--- src/rtl/ctl_loader_pkg.sv ---
package ctl_loader_pkg;

  typedef enum logic [1:0] {
    FR_IDLE  = 2'd0,
    FR_SHIFT = 2'd1,
    FR_TAIL  = 2'd2
  } frame_st_t;

endpackage

--- src/rtl/ctl_pin_sync.sv ---
module ctl_pin_sync #(
  parameter int              WIDTH   = 3,
  parameter int              STAGES  = 2,
  parameter logic [WIDTH-1:0] RST_VAL = '0
) (
  input  logic             clk,
  input  logic             rst_n,
  input  logic [WIDTH-1:0] pin_i,
  output logic [WIDTH-1:0] sync_o
);

  genvar g;
  generate
    for (g = 0; g < STAGES; g++) begin : g_stage
      logic [WIDTH-1:0] q;
      if (g == 0) begin : g_first
        always_ff @(posedge clk or negedge rst_n) begin
          if (!rst_n) q <= RST_VAL;
          else        q <= pin_i;
        end
      end else begin : g_next
        always_ff @(posedge clk or negedge rst_n) begin
          if (!rst_n) q <= RST_VAL;
          else        q <= g_stage[g-1].q;
        end
      end
    end
  endgenerate

  assign sync_o = g_stage[STAGES-1].q;

endmodule

--- src/rtl/ctl_frame_rx.sv ---
module ctl_frame_rx
  import ctl_loader_pkg::*;
#(
  parameter int WORD_W       = 16,
  parameter int EXTRA_PULSES = 4
) (
  input  logic              clk,
  input  logic              rst_n,
  input  logic              strobe_s,
  input  logic              drdy_s,
  input  logic              data_s,
  output logic [WORD_W-1:0] word_o,
  output logic              commit_o
);

  localparam int CNT_W = $clog2(WORD_W + 2);
  localparam int XW    = $clog2(EXTRA_PULSES + 1);
  localparam logic [CNT_W-1:0] BITS_FULL = CNT_W'(WORD_W);
  localparam logic [CNT_W-1:0] BITS_OVER = CNT_W'(WORD_W + 1);
  localparam logic [XW-1:0]    XTRA_LAST = XW'(EXTRA_PULSES - 1);

  frame_st_t          st_q, st_d;
  logic               strobe_d_q;
  logic [WORD_W-1:0]  sh_q, sh_d;
  logic [CNT_W-1:0]   bits_q, bits_d;
  logic [XW-1:0]      xtra_q, xtra_d;
  logic               commit_q, commit_d;
  logic               rise;

  assign rise = strobe_s & ~strobe_d_q;

  always_comb begin
    st_d     = st_q;
    sh_d     = sh_q;
    bits_d   = bits_q;
    xtra_d   = xtra_q;
    commit_d = 1'b0;
    case (st_q)
      FR_IDLE: begin
        if (!drdy_s) begin
          st_d   = FR_SHIFT;
          bits_d = '0;
        end
      end
      FR_SHIFT: begin
        if (drdy_s) begin
          if (bits_q == BITS_FULL) begin
            st_d   = FR_TAIL;
            xtra_d = '0;
          end else begin
            st_d = FR_IDLE;
          end
        end else if (rise) begin
          sh_d = {sh_q[WORD_W-2:0], data_s};
          if (bits_q != BITS_OVER) bits_d = bits_q + 1'b1;
        end
      end
      FR_TAIL: begin
        if (!drdy_s) begin
          st_d   = FR_SHIFT;
          bits_d = '0;
        end else if (rise) begin
          if (xtra_q == XTRA_LAST) begin
            commit_d = 1'b1;
            st_d     = FR_IDLE;
          end else begin
            xtra_d = xtra_q + 1'b1;
          end
        end
      end
      default: st_d = FR_IDLE;
    endcase
  end

  always_ff @(posedge clk or negedge rst_n) begin
    if (!rst_n) begin
      st_q       <= FR_IDLE;
      strobe_d_q <= 1'b0;
      sh_q       <= '0;
      bits_q     <= '0;
      xtra_q     <= '0;
      commit_q   <= 1'b0;
    end else begin
      st_q       <= st_d;
      strobe_d_q <= strobe_s;
      sh_q       <= sh_d;
      bits_q     <= bits_d;
      xtra_q     <= xtra_d;
      commit_q   <= commit_d;
    end
  end

  assign word_o   = sh_q;
  assign commit_o = commit_q;

  // a commit is only issued out of the tail phase
  a_r3_commit_from_tail: assert property (@(posedge clk) disable iff (!rst_n)
    commit_q |-> $past(st_q == FR_TAIL));

  // a committed frame carried exactly WORD_W bits
  a_r6_full_frame: assert property (@(posedge clk) disable iff (!rst_n)
    commit_q |-> (bits_q == BITS_FULL));

  // an edge detection never lasts two cycles
  a_r2_single_edge: assert property (@(posedge clk) disable iff (!rst_n)
    rise |=> !rise);

endmodule

--- src/rtl/ctl_update_gate.sv ---
module ctl_update_gate #(
  parameter int WORD_W      = 16,
  parameter int NUM_REGS    = 4,
  parameter int ADDR_LSB    = 1,
  parameter int HOLDOFF_CYC = 15625
) (
  input  logic                       clk,
  input  logic                       rst_n,
  input  logic                       commit_i,
  input  logic [WORD_W-1:0]          word_i,
  output logic [NUM_REGS*WORD_W-1:0] regs_o,
  output logic [NUM_REGS-1:0]        upd_o
);

  localparam int AW = $clog2(NUM_REGS);
  localparam int HW = $clog2(HOLDOFF_CYC + 1);
  localparam logic [HW-1:0] HOLD_LOAD = HW'(HOLDOFF_CYC - 1);
  localparam logic [HW-1:0] HOLD_FULL = HW'(HOLDOFF_CYC);

  logic [NUM_REGS-1:0][WORD_W-1:0] regs_q, regs_d;
  logic [NUM_REGS-1:0][WORD_W-1:0] pval_q, pval_d;
  logic [NUM_REGS-1:0]             pend_q, pend_d;
  logic [NUM_REGS-1:0]             upd_q, upd_d;
  logic [HW-1:0]                   hold_q, hold_d;
  logic [AW-1:0]                   sel, addr;
  logic                            accept, fire;

  assign accept = commit_i & ~word_i[0];
  assign addr   = word_i[ADDR_LSB +: AW];
  assign fire   = (hold_q == '0) & (|pend_q);

  always_comb begin
    sel = '0;
    for (int i = NUM_REGS - 1; i >= 0; i--) begin
      if (pend_q[i]) sel = AW'(i);
    end
  end

  always_comb begin
    regs_d = regs_q;
    pval_d = pval_q;
    pend_d = pend_q;
    upd_d  = '0;
    hold_d = (hold_q != '0) ? hold_q - 1'b1 : hold_q;
    if (fire) begin
      regs_d[sel] = pval_q[sel];
      upd_d[sel]  = 1'b1;
      pend_d[sel] = 1'b0;
      hold_d      = HOLD_LOAD;
    end
    if (accept) begin
      pend_d[addr] = 1'b1;
      pval_d[addr] = word_i;
    end
  end

  always_ff @(posedge clk or negedge rst_n) begin
    if (!rst_n) begin
      regs_q <= '0;
      pval_q <= '0;
      pend_q <= '0;
      upd_q  <= '0;
      hold_q <= '0;
    end else begin
      regs_q <= regs_d;
      pval_q <= pval_d;
      pend_q <= pend_d;
      upd_q  <= upd_d;
      hold_q <= hold_d;
    end
  end

  assign regs_o = regs_q;
  assign upd_o  = upd_q;

  // Checker counter: cycles since the last applied update, saturating
  logic [HW-1:0] gap_q;
  always_ff @(posedge clk or negedge rst_n) begin
    if (!rst_n)                 gap_q <= HOLD_FULL;
    else if (|upd_q)            gap_q <= HW'(1);
    else if (gap_q != HOLD_FULL) gap_q <= gap_q + 1'b1;
  end

  // updates are spaced by at least the hold-off interval
  a_r7_spacing: assert property (@(posedge clk) disable iff (!rst_n)
    (|upd_q) |-> (gap_q >= HOLD_FULL));

  // at most one register flag per cycle
  a_r4_one_flag: assert property (@(posedge clk) disable iff (!rst_n)
    $onehot0(upd_q));

  // register contents move only together with a flag
  a_r4_flagged_change: assert property (@(posedge clk) disable iff (!rst_n)
    (regs_q != $past(regs_q)) |-> (|upd_q));

  // a word with the reserved bit set leaves the pending values alone
  a_r5_reject: assert property (@(posedge clk) disable iff (!rst_n)
    (commit_i && word_i[0]) |=> $stable(pval_q));

  // nothing is applied while the interval is still running
  a_r8_hold: assert property (@(posedge clk) disable iff (!rst_n)
    (hold_q != '0) |=> (upd_q == '0));

endmodule

--- src/rtl/strobe_ctl_loader.sv ---
module strobe_ctl_loader #(
  parameter int WORD_W       = 16,
  parameter int NUM_REGS     = 4,
  parameter int ADDR_LSB     = 1,
  parameter int EXTRA_PULSES = 4,
  parameter int HOLDOFF_CYC  = 15625
) (
  input  logic                       clk,
  input  logic                       rst_n,
  input  logic                       ctl_strobe_i,
  input  logic                       ctl_drdy_i,
  input  logic                       ctl_data_i,
  output logic [NUM_REGS*WORD_W-1:0] regs_o,
  output logic [NUM_REGS-1:0]        upd_o
);

  // Reset: asserted asynchronously, released on a clock edge
  logic rst_m_q, rst_s_q;
  always_ff @(posedge clk or negedge rst_n) begin
    if (!rst_n) begin
      rst_m_q <= 1'b0;
      rst_s_q <= 1'b0;
    end else begin
      rst_m_q <= 1'b1;
      rst_s_q <= rst_m_q;
    end
  end

  logic [2:0]        pins_s;
  logic [WORD_W-1:0] word;
  logic              commit;

  ctl_pin_sync #(
    .WIDTH  (3),
    .STAGES (2),
    .RST_VAL(3'b010)
  ) u_sync (
    .clk   (clk),
    .rst_n (rst_s_q),
    .pin_i ({ctl_strobe_i, ctl_drdy_i, ctl_data_i}),
    .sync_o(pins_s)
  );

  ctl_frame_rx #(
    .WORD_W      (WORD_W),
    .EXTRA_PULSES(EXTRA_PULSES)
  ) u_rx (
    .clk     (clk),
    .rst_n   (rst_s_q),
    .strobe_s(pins_s[2]),
    .drdy_s  (pins_s[1]),
    .data_s  (pins_s[0]),
    .word_o  (word),
    .commit_o(commit)
  );

  ctl_update_gate #(
    .WORD_W     (WORD_W),
    .NUM_REGS   (NUM_REGS),
    .ADDR_LSB   (ADDR_LSB),
    .HOLDOFF_CYC(HOLDOFF_CYC)
  ) u_gate (
    .clk     (clk),
    .rst_n   (rst_s_q),
    .commit_i(commit),
    .word_i  (word),
    .regs_o  (regs_o),
    .upd_o   (upd_o)
  );

endmodule

--- config.mk ---
export PLATFORM = sky130hd
export DESIGN_NAME = strobe_ctl_loader
export DESIGN_NICKNAME = d
export VERILOG_FILES = /design/src/rtl/ctl_loader_pkg.sv /design/src/rtl/ctl_pin_sync.sv /design/src/rtl/ctl_frame_rx.sv /design/src/rtl/ctl_update_gate.sv /design/src/rtl/strobe_ctl_loader.sv
export SDC_FILE = /design/constraint.sdc
export NUM_CORES = 1
export LEC_CHECK = 0
export ABC_AREA = 1
export CAP_MARGIN = 20
export CELL_PAD_IN_SITES_DETAIL_PLACEMENT = 1
export CELL_PAD_IN_SITES_GLOBAL_PLACEMENT = 2
export CORE_ASPECT_RATIO = 1.1
export CORE_UTILIZATION = 39
export CTS_CLUSTER_SIZE = 28
export DETAILED_ROUTE_END_ITERATION = 8
export DONT_BUFFER_PORTS = 1
export PLACE_DENSITY_LB_ADDON = 0.1
export SKIP_CTS_REPAIR_TIMING = 1
export SYNTH_ARGS = -nofsm -noshare
export SYNTH_HDL_FRONTEND = slang
export SYNTH_HIERARCHICAL = 1
export SYNTH_SLANG_ARGS = --single-unit
--- constraint.sdc ---
create_clock -name clk -period 6.8 [get_ports clk]
set_input_delay 1.36 -clock clk [delete_from_list [all_inputs] [get_ports clk]]
set_output_delay 1.36 -clock clk [all_outputs]
set_load 0.05 [all_outputs]
==> out/qor.yml, run 1 <==
antenna_found_initial: 0
routed_wl_mm: 19.9
start_util_pct: 39.7
wl_per_cell_um: 16.7
synthToLayoutAreaGrowth_pct: 9.71
io_buffers: 0
synth_warnings: 6
clock_path_buffers: 2
drive_gt1_share_pct: 10.8
cp_max_fo: 2
cts-root-buf: "clkbuf_16"
ys.flop_type: "dfrtp_1"
n_antenna_cell: 0
hpwl_mm: 13.9
synth-seq-area-share_pct: 57.2
p_leak_uw: 0.00471
setup_violations: 0
cts_sinks: 186
cap_violations: 0
synth_seq_cells: 186
grt_pass1_wl_mm: 33.7
synth-edff-count: 0
finalNonFillerCells: 1190
final_common_cell: "nand2_1"
std_cell_rows: 55
cts_made_buffers: 17
setup_tns_ns: 0
dr.pass1.iters: 4
fin_crit_sh_pct: 36.4
async_flop_share_pct: 100
path_clk_slew_ns: 0.08
final-max-slew-violation-count: 0
grt_pass1_vias: 6432
dieWidth_um: 140
fin_skew_ns: 0.0145
grt_max_degree: 79
fp.dieArea_mm2: 0.0215
core-area_mm2: 0.0205
drc_errors: 0
period_minus_slack_ns: 2.47
required_ns: 5.44
grt-ovfl-total: 0
max_freq_mhz: 405
dp.cells: 1156
tritoncts: "yes"
min_path_type: "reg2async"
synth_nets: 939
htreeDepth: 4
gp_congestion: 0.735
syn-cell-area_mm2: 0.00814
viasPerCell: 5.02
mostFrequentLayoutCells: "nand2_1, dfrtp_1, inv_1, nand3_1, o21ai_0"
num_io_pins: 73
worstPathArrival_ns: 1.11
slew_headroom_pct: 30.6
ys_types: 31
finalHoldViolCount: 0
syn_avg_cell_area_um2: 8.78
crit_type: "reg2out"
grt_use_total_pct: 20.0
startpoint_type: "register"
fill_cells: 2439
rsz0062_at_grt: "no"
fp.dieH_um: 154
drtAntennaViolNets: 0
num-nets-final: 933
synth_cells: 927
insertion_delay_ns: 0.44
powerDensity_mw_per_mm2: 286
via_count: 5978
end_kind: "output pin"
drtIter0Drc: 271
ir_drop_v: 0.000154
tightestPinTransition_ns: 1.04
status: "complete, no violations"
-- worst paths after layout --
check,to,from,cells after the start,slack (ns)
setup / recovery,regs_o[36],u_gate/regs_o[36],0,4.33
hold / removal,u_gate/regs_o[62],rst_s_q,0,0.30
setup reg to reg,u_gate/regs_o[11],u_gate/pend_q[2],8,4.49
hold reg to reg,u_gate/regs_o[62],rst_s_q,0,0.30
max in group asynchronous,u_gate/pval_q[8],rst_s_q,1,5.19
min in group clk,u_sync/sync_o[0],u_sync/g_stage[0].q[0],0,0.36
-- worst reg2reg max path, stage by stage, from the launching register on --
cell     delay (ns)
dfrtp_1        0.81
inv_2          0.15
nand2_1        0.13
nand2_1        0.07
nand2_2        0.31
nand2_2        0.17
nor2_4         0.41
nand2_1        0.12
nand2_1        0.08
-- metrics by stage --
step / power, uW / worst slack (ns) / utilization (%) / hold slack (ns) / cell area (um^2)
2_1_floorplan: 1510 / 1.24 / - / 0.331 / 8140
3_3_place_gp: 1580 / 4.47 / 40.5 / 0.313 / 8300
3_5_place_dp: 1600 / 4.45 / 40.5 / 0.319 / 8300
4_1_cts: 2600 / 4.30 / 43.4 / 0.327 / 8890
5_1_grt: 2690 / 4.24 / 43.6 / 0.347 / 8930
6_report: 2560 / 4.33 / 43.6 / 0.304 / 8930
-- flip-flops by register name, indices dropped and copies added, names as in the netlist --
signal,cells
rst_s_q,1
u_rx/bits_q,5
u_rx/st_q,2
u_rx/xtra_q,3
u_sync/sync_o,3
u_gate/upd_o,4
u_gate/pend_q,4
u_sync/g_stage.q,3
u_rx/strobe_d_q,1
u_gate/hold_q,14
u_rx/word_o,16
u_gate/regs_o,64
rst_m_q,1
u_gate/pval_q,64
u_rx/commit_o,1
-- cell usage after synthesis (4+ instances only) --
cell / instances / area [um^2]
inv_2: 9 / 33.8
buf_2: 8 / 40.0
o21ai_0: 61 / 305
nand2_1: 366 / 1370
dfrtp_1: 184 / 4600
inv_1: 69 / 259
nor2_4: 8 / 90.1
a21oi_2: 7 / 61.3
buf_6: 5 / 56.3
nand3b_1: 18 / 135
nor2_1: 44 / 165
o21ai_2: 9 / 78.8
nor2_2: 11 / 68.8
buf_4: 6 / 45.0
nand2_2: 6 / 37.5
or2_2: 4 / 25.0
nand3_1: 69 / 345
ha_1: 7 / 87.6
clkbuf_1: 10 / 37.5
-- kinds of logic after synthesis --
logic type | synth area share (%)
xor gates and xnor gates | 0.645
adders and majority gates | 1.08
other | 0.0461
DFF | 57.2
and+or+nand+nor | 29.6
AOI/OAI and AO/OA | 5.69
buffers and inverters | 5.79
-- routing by layer --
layer / track usage [%] / wire (um) / part of all wire (%)
met4: 6.59 / 300 / 1.5
met2: 33.3 / 9660 / 49
met1: 25.7 / 9060 / 46
met5: 0 / 0 / 0
met3: 4.70 / 843 / 4.2
-- report_power, final --
group          total, uW  internal [uW]  switching, uW  leakage, uW
Combinational        312            105            207      0.00191
Sequential          1260           1180           78.9      0.00252
Clock                984            523            462     0.000282
-- area by class of cell --
class,count,area (um^2),area share [%]
sequential,186,4660,52.2
multi-input combinational,634,3010,33.7
clock buffer,18,429,4.80
tap,256,320,3.59
inverter,78,293,3.28
clock inverter,14,159,1.78
timing repair buffer,4,57.6,0.644
(Power assumes the default switching activity.)
==> inputs of run 2 (changes only) <==
Settings changed: CORE_UTILIZATION 39 to 35.
Clock period 6.8 ns to 2.15 ns, I/O delays scaled along.
==> run 2 against run 1 <==
Effect of this change: sequential power grew to 3.2 times the previous value; power grew to 3.2 times the previous value; core utilization is 3.5 points lower; clock power grew to 3.2 times the previous value; critical path type is now reg2reg; largest power group unchanged; highest routed layer unchanged.
==> out/qor.yml, run 2 (synthesis results as in run 1) <==
status: "complete, no violations"
max_freq_mhz: 522
clock_path_buffers: 2
reg2reg_slack_ns: 0.24
tritoncts: "yes"
cts-root-buf: "clkbuf_16"
std_cell_rows: 58
p_sw_uw: 2460
path_clk_slew_ns: 0.07
cts_sinks: 186
drtAntennaViolNets: 0
end_kind: "register"
combPwrFrac_pct: 12.5
wl_per_cell_um: 17.1
p_leak_uw: 0.00481
fin_skew_ns: 0.0121
gp_congestion: 0.786
dieWidth_um: 147
cts_made_buffers: 17
n_antenna_cell: 0
finalHoldViolCount: 0
routed_wl_mm: 21.4
start_util_pct: 35.6
hpwl_mm: 15.1
drive_gt1_share_pct: 12.1
final_common_cell: "nand2_1"
period_minus_slack_ns: 1.91
fin_crit_sh_pct: 89.0
cp_max_fo: 19
startpoint_type: "register"
core-area_mm2: 0.0229
setup_violations: 0
powerDensity_mw_per_mm2: 897
drc_errors: 0
min_path_type: "in2async"
grt_pass1_wl_mm: 35.5
viasPerCell: 4.85
grt_pass1_vias: 6487
clkPwrFrac_pct: 38.8
final-max-slew-violation-count: 0
drtIter0Drc: 206
required_ns: 2.47
ir_drop_v: 0.000434
worstPathArrival_ns: 2.24
fp.dieH_um: 162
grt-ovfl-total: 0
insertion_delay_ns: 0.43
swShare_pct: 29.9
via_count: 6073
synthToLayoutAreaGrowth_pct: 12.6
fp.dieArea_mm2: 0.0239
antenna_found_initial: 0
crit_type: "reg2reg"
tightestPinTransition_ns: 0.576
rsz0062_at_grt: "no"
htreeDepth: 4
slew_headroom_pct: 61.5
seqPwrFrac_pct: 48.7
num_io_pins: 73
grt_use_total_pct: 19.2
setup_tns_ns: 0
final_util_pct: 40.1
grt_max_degree: 37
io_buffers: 0
dr.pass1.iters: 4
num-nets-final: 950
mostFrequentLayoutCells: "nand2_1, dfrtp_1, inv_1, nand3_1, o21ai_0"
p_int_uw: 5770
cap_violations: 0
-- run 2: cell types whose count changed in the layout (fill, tap and decap cells not counted) --
| cell | before | now |
|---|---|---|
| buf_12 | 0 | 4 |
| buf_16 | 1 | 0 |
| buf_4 | 2 | 13 |
| buf_8 | 1 | 0 |
| clkbuf_1 | 1 | 0 |
| clkinv_4 | 3 | 4 |
| clkinv_8 | 1 | 2 |
| clkinvlp_4 | 2 | 1 |
| dlygate4sd3_1 | 0 | 4 |
| inv_6 | 3 | 1 |
| inv_8 | 4 | 6 |
-- run 2: stage by stage --
stage | instance area [um^2] | hold slack (ns) | total power (uW) | cells | worst slack, ns
6_report | 9170 | 0.225 | 8230 | 1251 | 0.236
3_3_place_gp | 8520 | 0.134 | 5040 | 1215 | 0.254
5_1_grt | 9170 | 0.213 | 8650 | 1251 | 0.0857
4_1_cts | 9130 | -0.339 | 8340 | 1247 | 0.203
3_5_place_dp | 8520 | 0.134 | 5100 | 1215 | 0.223
2_1_floorplan | 8150 | 0.134 | 4760 | 927 | 0.242
-- run 2: final cells by class --
class                   count  area (um^2)
clock inverters            15          181
multi-input cells         634         3010
well taps                 300          375
repair buffers             21          218
flip-flops and latches    186         4660
clock buffers              17          425
inverters                  78          293
fillers                  2666        13700
-- run 2: path summary, 6_finish.rpt --
| kind | start | endpoint | cells after the start |
|---|---|---|---|
| worst min-delay path | rst_n | rst_s_q | 1 |
| worst min register to register | rst_s_q | u_gate/regs_o[45] | 0 |
| max in group asynchronous | rst_s_q | u_gate/regs_o[13] | 1 |
| min in group clk | u_sync/g_stage[0].q[2] | u_sync/sync_o[2] | 0 |
| worst max register to register | u_gate/hold_q[0] | u_gate/regs_o[32] | 9 |
| worst max-delay path | u_gate/hold_q[0] | u_gate/regs_o[32] | 9 |
-- run 2: power groups by stage --
stage / clock [uW] / sequential [uW] / combinational [uW]
final: 3190 / 4010 / 1030
after global routing: 3420 / 4050 / 1180
after CTS: 3300 / 4010 / 1040
after detailed placement: 0 / 4070 / 1030
after global placement: 0 / 4060 / 980
after floorplan: 0 / 4020 / 739
-- run 2: layer usage --
layer	track usage [%]	wire length, um	part of all wire (%)	up-vias
met3	4.04	865	4.0	19
met2	31.0	10200	48	89
met4	5.90	248	1.2	0
li1	-	-	-	2917
met1	25.8	10100	47	3048
met5	0	0	0	-
-- run 2: worst max-delay path, stage by stage, from the launching register on --
cell and delay [ns]:
dfrtp_1 0.40, inv_1 0.09, ha_1 0.18, nand3_1 0.11, nor2_1 0.19, nand2_4 0.15
nor2_8 0.28, inv_2 0.21, nand2_1 0.11, nand2_1 0.07
==> inputs of run 3 (changes only) <==
Settings changed: ABC_AREA 1 to default, CORE_UTILIZATION 35 to 38, GPL_TIMING_DRIVEN from default to 0.
==> run 3 against run 2 <==
Effect of this change: global-route usage fell by 1.8 points; maximum frequency fell by 9.7%; power decreased by 3.8%; first-iteration DRC count is 29% lower; non-clock buffer count grew 21; core utilization up 4.7 points; final cell count shrank 31%; worst hold slack got worse by 0.20 ns; clock power shrank 4%; die area decreased by 9.5%; register-to-register slack worse by 0.21 ns; combinational power down 19%; critical path type unchanged; critical endpoint is now u_gate/regs_o[28].
==> out/qor.yml, run 3 <==
status: "complete, no violations"
seqPwrFrac_pct: 50.8
reg2reg_slack_ns: 0.03
synth_top_area_share_pct: 57.6
p_sw_uw: 2170
dieWidth_um: 140
n_antenna_cell: 0
fin_crit_sh_pct: 98.6
gp_congestion: 0.712
grt_pass1_vias: 5028
synth_top_cells_by_count: "dfrtp_1, mux2_2, mux2_4"
syn-cell-area_mm2: 0.00799
grt-ovfl-total: 0
cp_max_fo: 10
powerDensity_mw_per_mm2: 859
clkPwrFrac_pct: 38.6
routed_wl_mm: 17.8
num_io_pins: 73
io_buffers: 0
ir_drop_v: 0.000504
drtIter0Drc: 147
worstReg2RegEnd: "u_gate/regs_o[28]"
cap_violations: 0
cts-root-buf: "clkbuf_16"
clock_path_buffers: 2
async_flop_share_pct: 100
via_count: 4632
crit_type: "reg2reg"
final-max-slew-violation-count: 0
drtAntennaViolNets: 0
yosysTopAreaCell: "dfrtp_1"
synthToLayoutAreaGrowth_pct: 15.2
cts_made_buffers: 17
p_leak_uw: 0.00449
path_clk_slew_ns: 0.07
fin_skew_ns: 0.00893
combPwrFrac_pct: 10.6
worstRegToRegCells: 7
synth_most_common_cell: "dfrtp_1"
synth_warnings: 6
viasPerCell: 5.37
synth_nets: 570
drc_errors: 0
final_common_cell: "dfrtp_1"
swShare_pct: 27.4
start_util_pct: 38.8
p_int_uw: 5740
total_power_uw: 7910
std_cell_rows: 55
period_minus_slack_ns: 2.12
setup_tns_ns: 0
drive_gt1_share_pct: 40.5
hpwl_mm: 11.9
tritoncts: "yes"
endpoint: "u_gate/regs_o[28]"
worst_slack_ns: 0.0295
dpl_cell_area_mm2: 0.00837
synth_seq_cells: 186
end_kind: "register"
rsz0062_at_grt: "yes"
num-nets-final: 606
setup_violations: 0
dpl_worst_slack_ns: -0.551
startpoint_type: "register"
insertion_delay_ns: 0.43
finalHoldViolCount: 0
synth-seq-area-share_pct: 58.3
dr.pass1.iters: 4
reg2reg_from: "u_gate/hold_q[0]"
final_cell_area_mm2: 0.00921
tightestPinTransition_ns: 0.843
core-area_mm2: 0.0206
grt_max_degree: 64
mostFrequentLayoutCells: "dfrtp_1, mux2_2, mux2_4, a21oi_1, inv_1"
crit_start: "u_gate/hold_q[0]"
required_ns: 2.46
ys.flop_type: "dfrtp_1"
worstPathArrival_ns: 2.43
slew_headroom_pct: 43.8
synth-edff-count: 0
fp.dieH_um: 154
ys_types: 70
grt_use_total_pct: 17.4
grt_pass1_wl_mm: 28.9
fill_cells: 2068
htreeDepth: 4
wl_per_cell_um: 20.6
syn_avg_cell_area_um2: 14.3
max_freq_mhz: 472
synth_cells: 558
cts_sinks: 186
fp.dieArea_mm2: 0.0216
synthTopCellsByArea: "dfrtp_1, mux2_2, mux2_4"
antenna_found_initial: 0
min_path_type: "in2reg"
-- run 3: cell types whose count changed after synthesis, moves of 36 or more --
cell	previous run	this run
inv_1	69	26
mux2_2	0	96
mux2_4	0	36
nand2_1	366	13
nand3_1	69	6
o21ai_0	61	5
-- run 3: logic make-up after synthesis --
kind of cell,after synthesis,synth area share (%)
other,1,0.0469
DFF,186,58.3
and+or+nand+nor,88,7.48
AOI/OAI and AO/OA,82,8.08
xor gates and xnor gates,6,0.658
buffers and inverters,52,3.55
muxes,136,20.8
adders and majority gates,7,1.10
-- run 3: worst min-delay path by stage --
| stage | start | end | slack [ns] | cells after the start |
|---|---|---|---|---|
| 3_3_place_gp | rst_n | rst_m_q | 0.13 | 0 |
| 5_1_grt | ctl_data_i | u_sync/g_stage[0].q[0] | -0.00001 | 0 |
| 6_report | ctl_strobe_i | u_sync/g_stage[0].q[2] | 0.03 | 0 |
| 4_1_cts | rst_n | rst_s_q | -0.33 | 0 |
| 2_1_floorplan | rst_n | rst_m_q | 0.13 | 0 |
| 3_5_place_dp | rst_n | rst_m_q | 0.13 | 0 |
-- run 3: layout make-up --
class | count | area [um^2] | share of cell area [%]
Sequential cell | 186 | 4660 | 50.6
Multi-Input combinational cell | 320 | 3120 | 33.9
Clock buffer | 18 | 429 | 4.66
Tap cell | 256 | 320 | 3.48
Buffer | 24 | 221 | 2.40
Timing Repair Buffer | 18 | 218 | 2.36
Clock inverter | 14 | 140 | 1.52
Inverter | 27 | 101 | 1.10
-- run 3: layer usage --
layer	vias to the layer above	wire (um)	track usage [%]
li1	2077	-	-
met1	2466	8040	22.8
met2	74	8980	29.1
met3	15	525	3.89
met4	0	234	4.66
met5	-	0	0
-- run 3: stage by stage --
step | util [%] | std cells | hold slack [ns]
2_1_floorplan | - | 558 | 0.134
3_3_place_gp | 40.4 | 814 | 0.134
3_5_place_dp | 40.7 | 816 | 0.134
4_1_cts | 43.4 | 848 | -0.331
5_1_grt | 44.8 | 863 | -0.0000103
6_report | 44.8 | 863 | 0.0251
-- run 3: critical path, cell delays in order (launching register included) --
cell	delay, ns
dfrtp_1	0.39
inv_2	0.10
ha_4	0.14
nor3b_4	0.33
nand4_4	0.19
nor3b_4	0.34
buf_12	0.20
mux2_4	0.30
-- run 3: power by group through the flow --
stage | clock [uW] | combinational, uW | sequential, uW
6_report | 3050 | 839 | 4020
5_1_grt | 3290 | 949 | 4060
4_1_cts | 3150 | 752 | 4010
3_5_place_dp | 0 | 749 | 4070
3_3_place_gp | 0 | 662 | 4100
2_1_floorplan | 0 | 563 | 4020
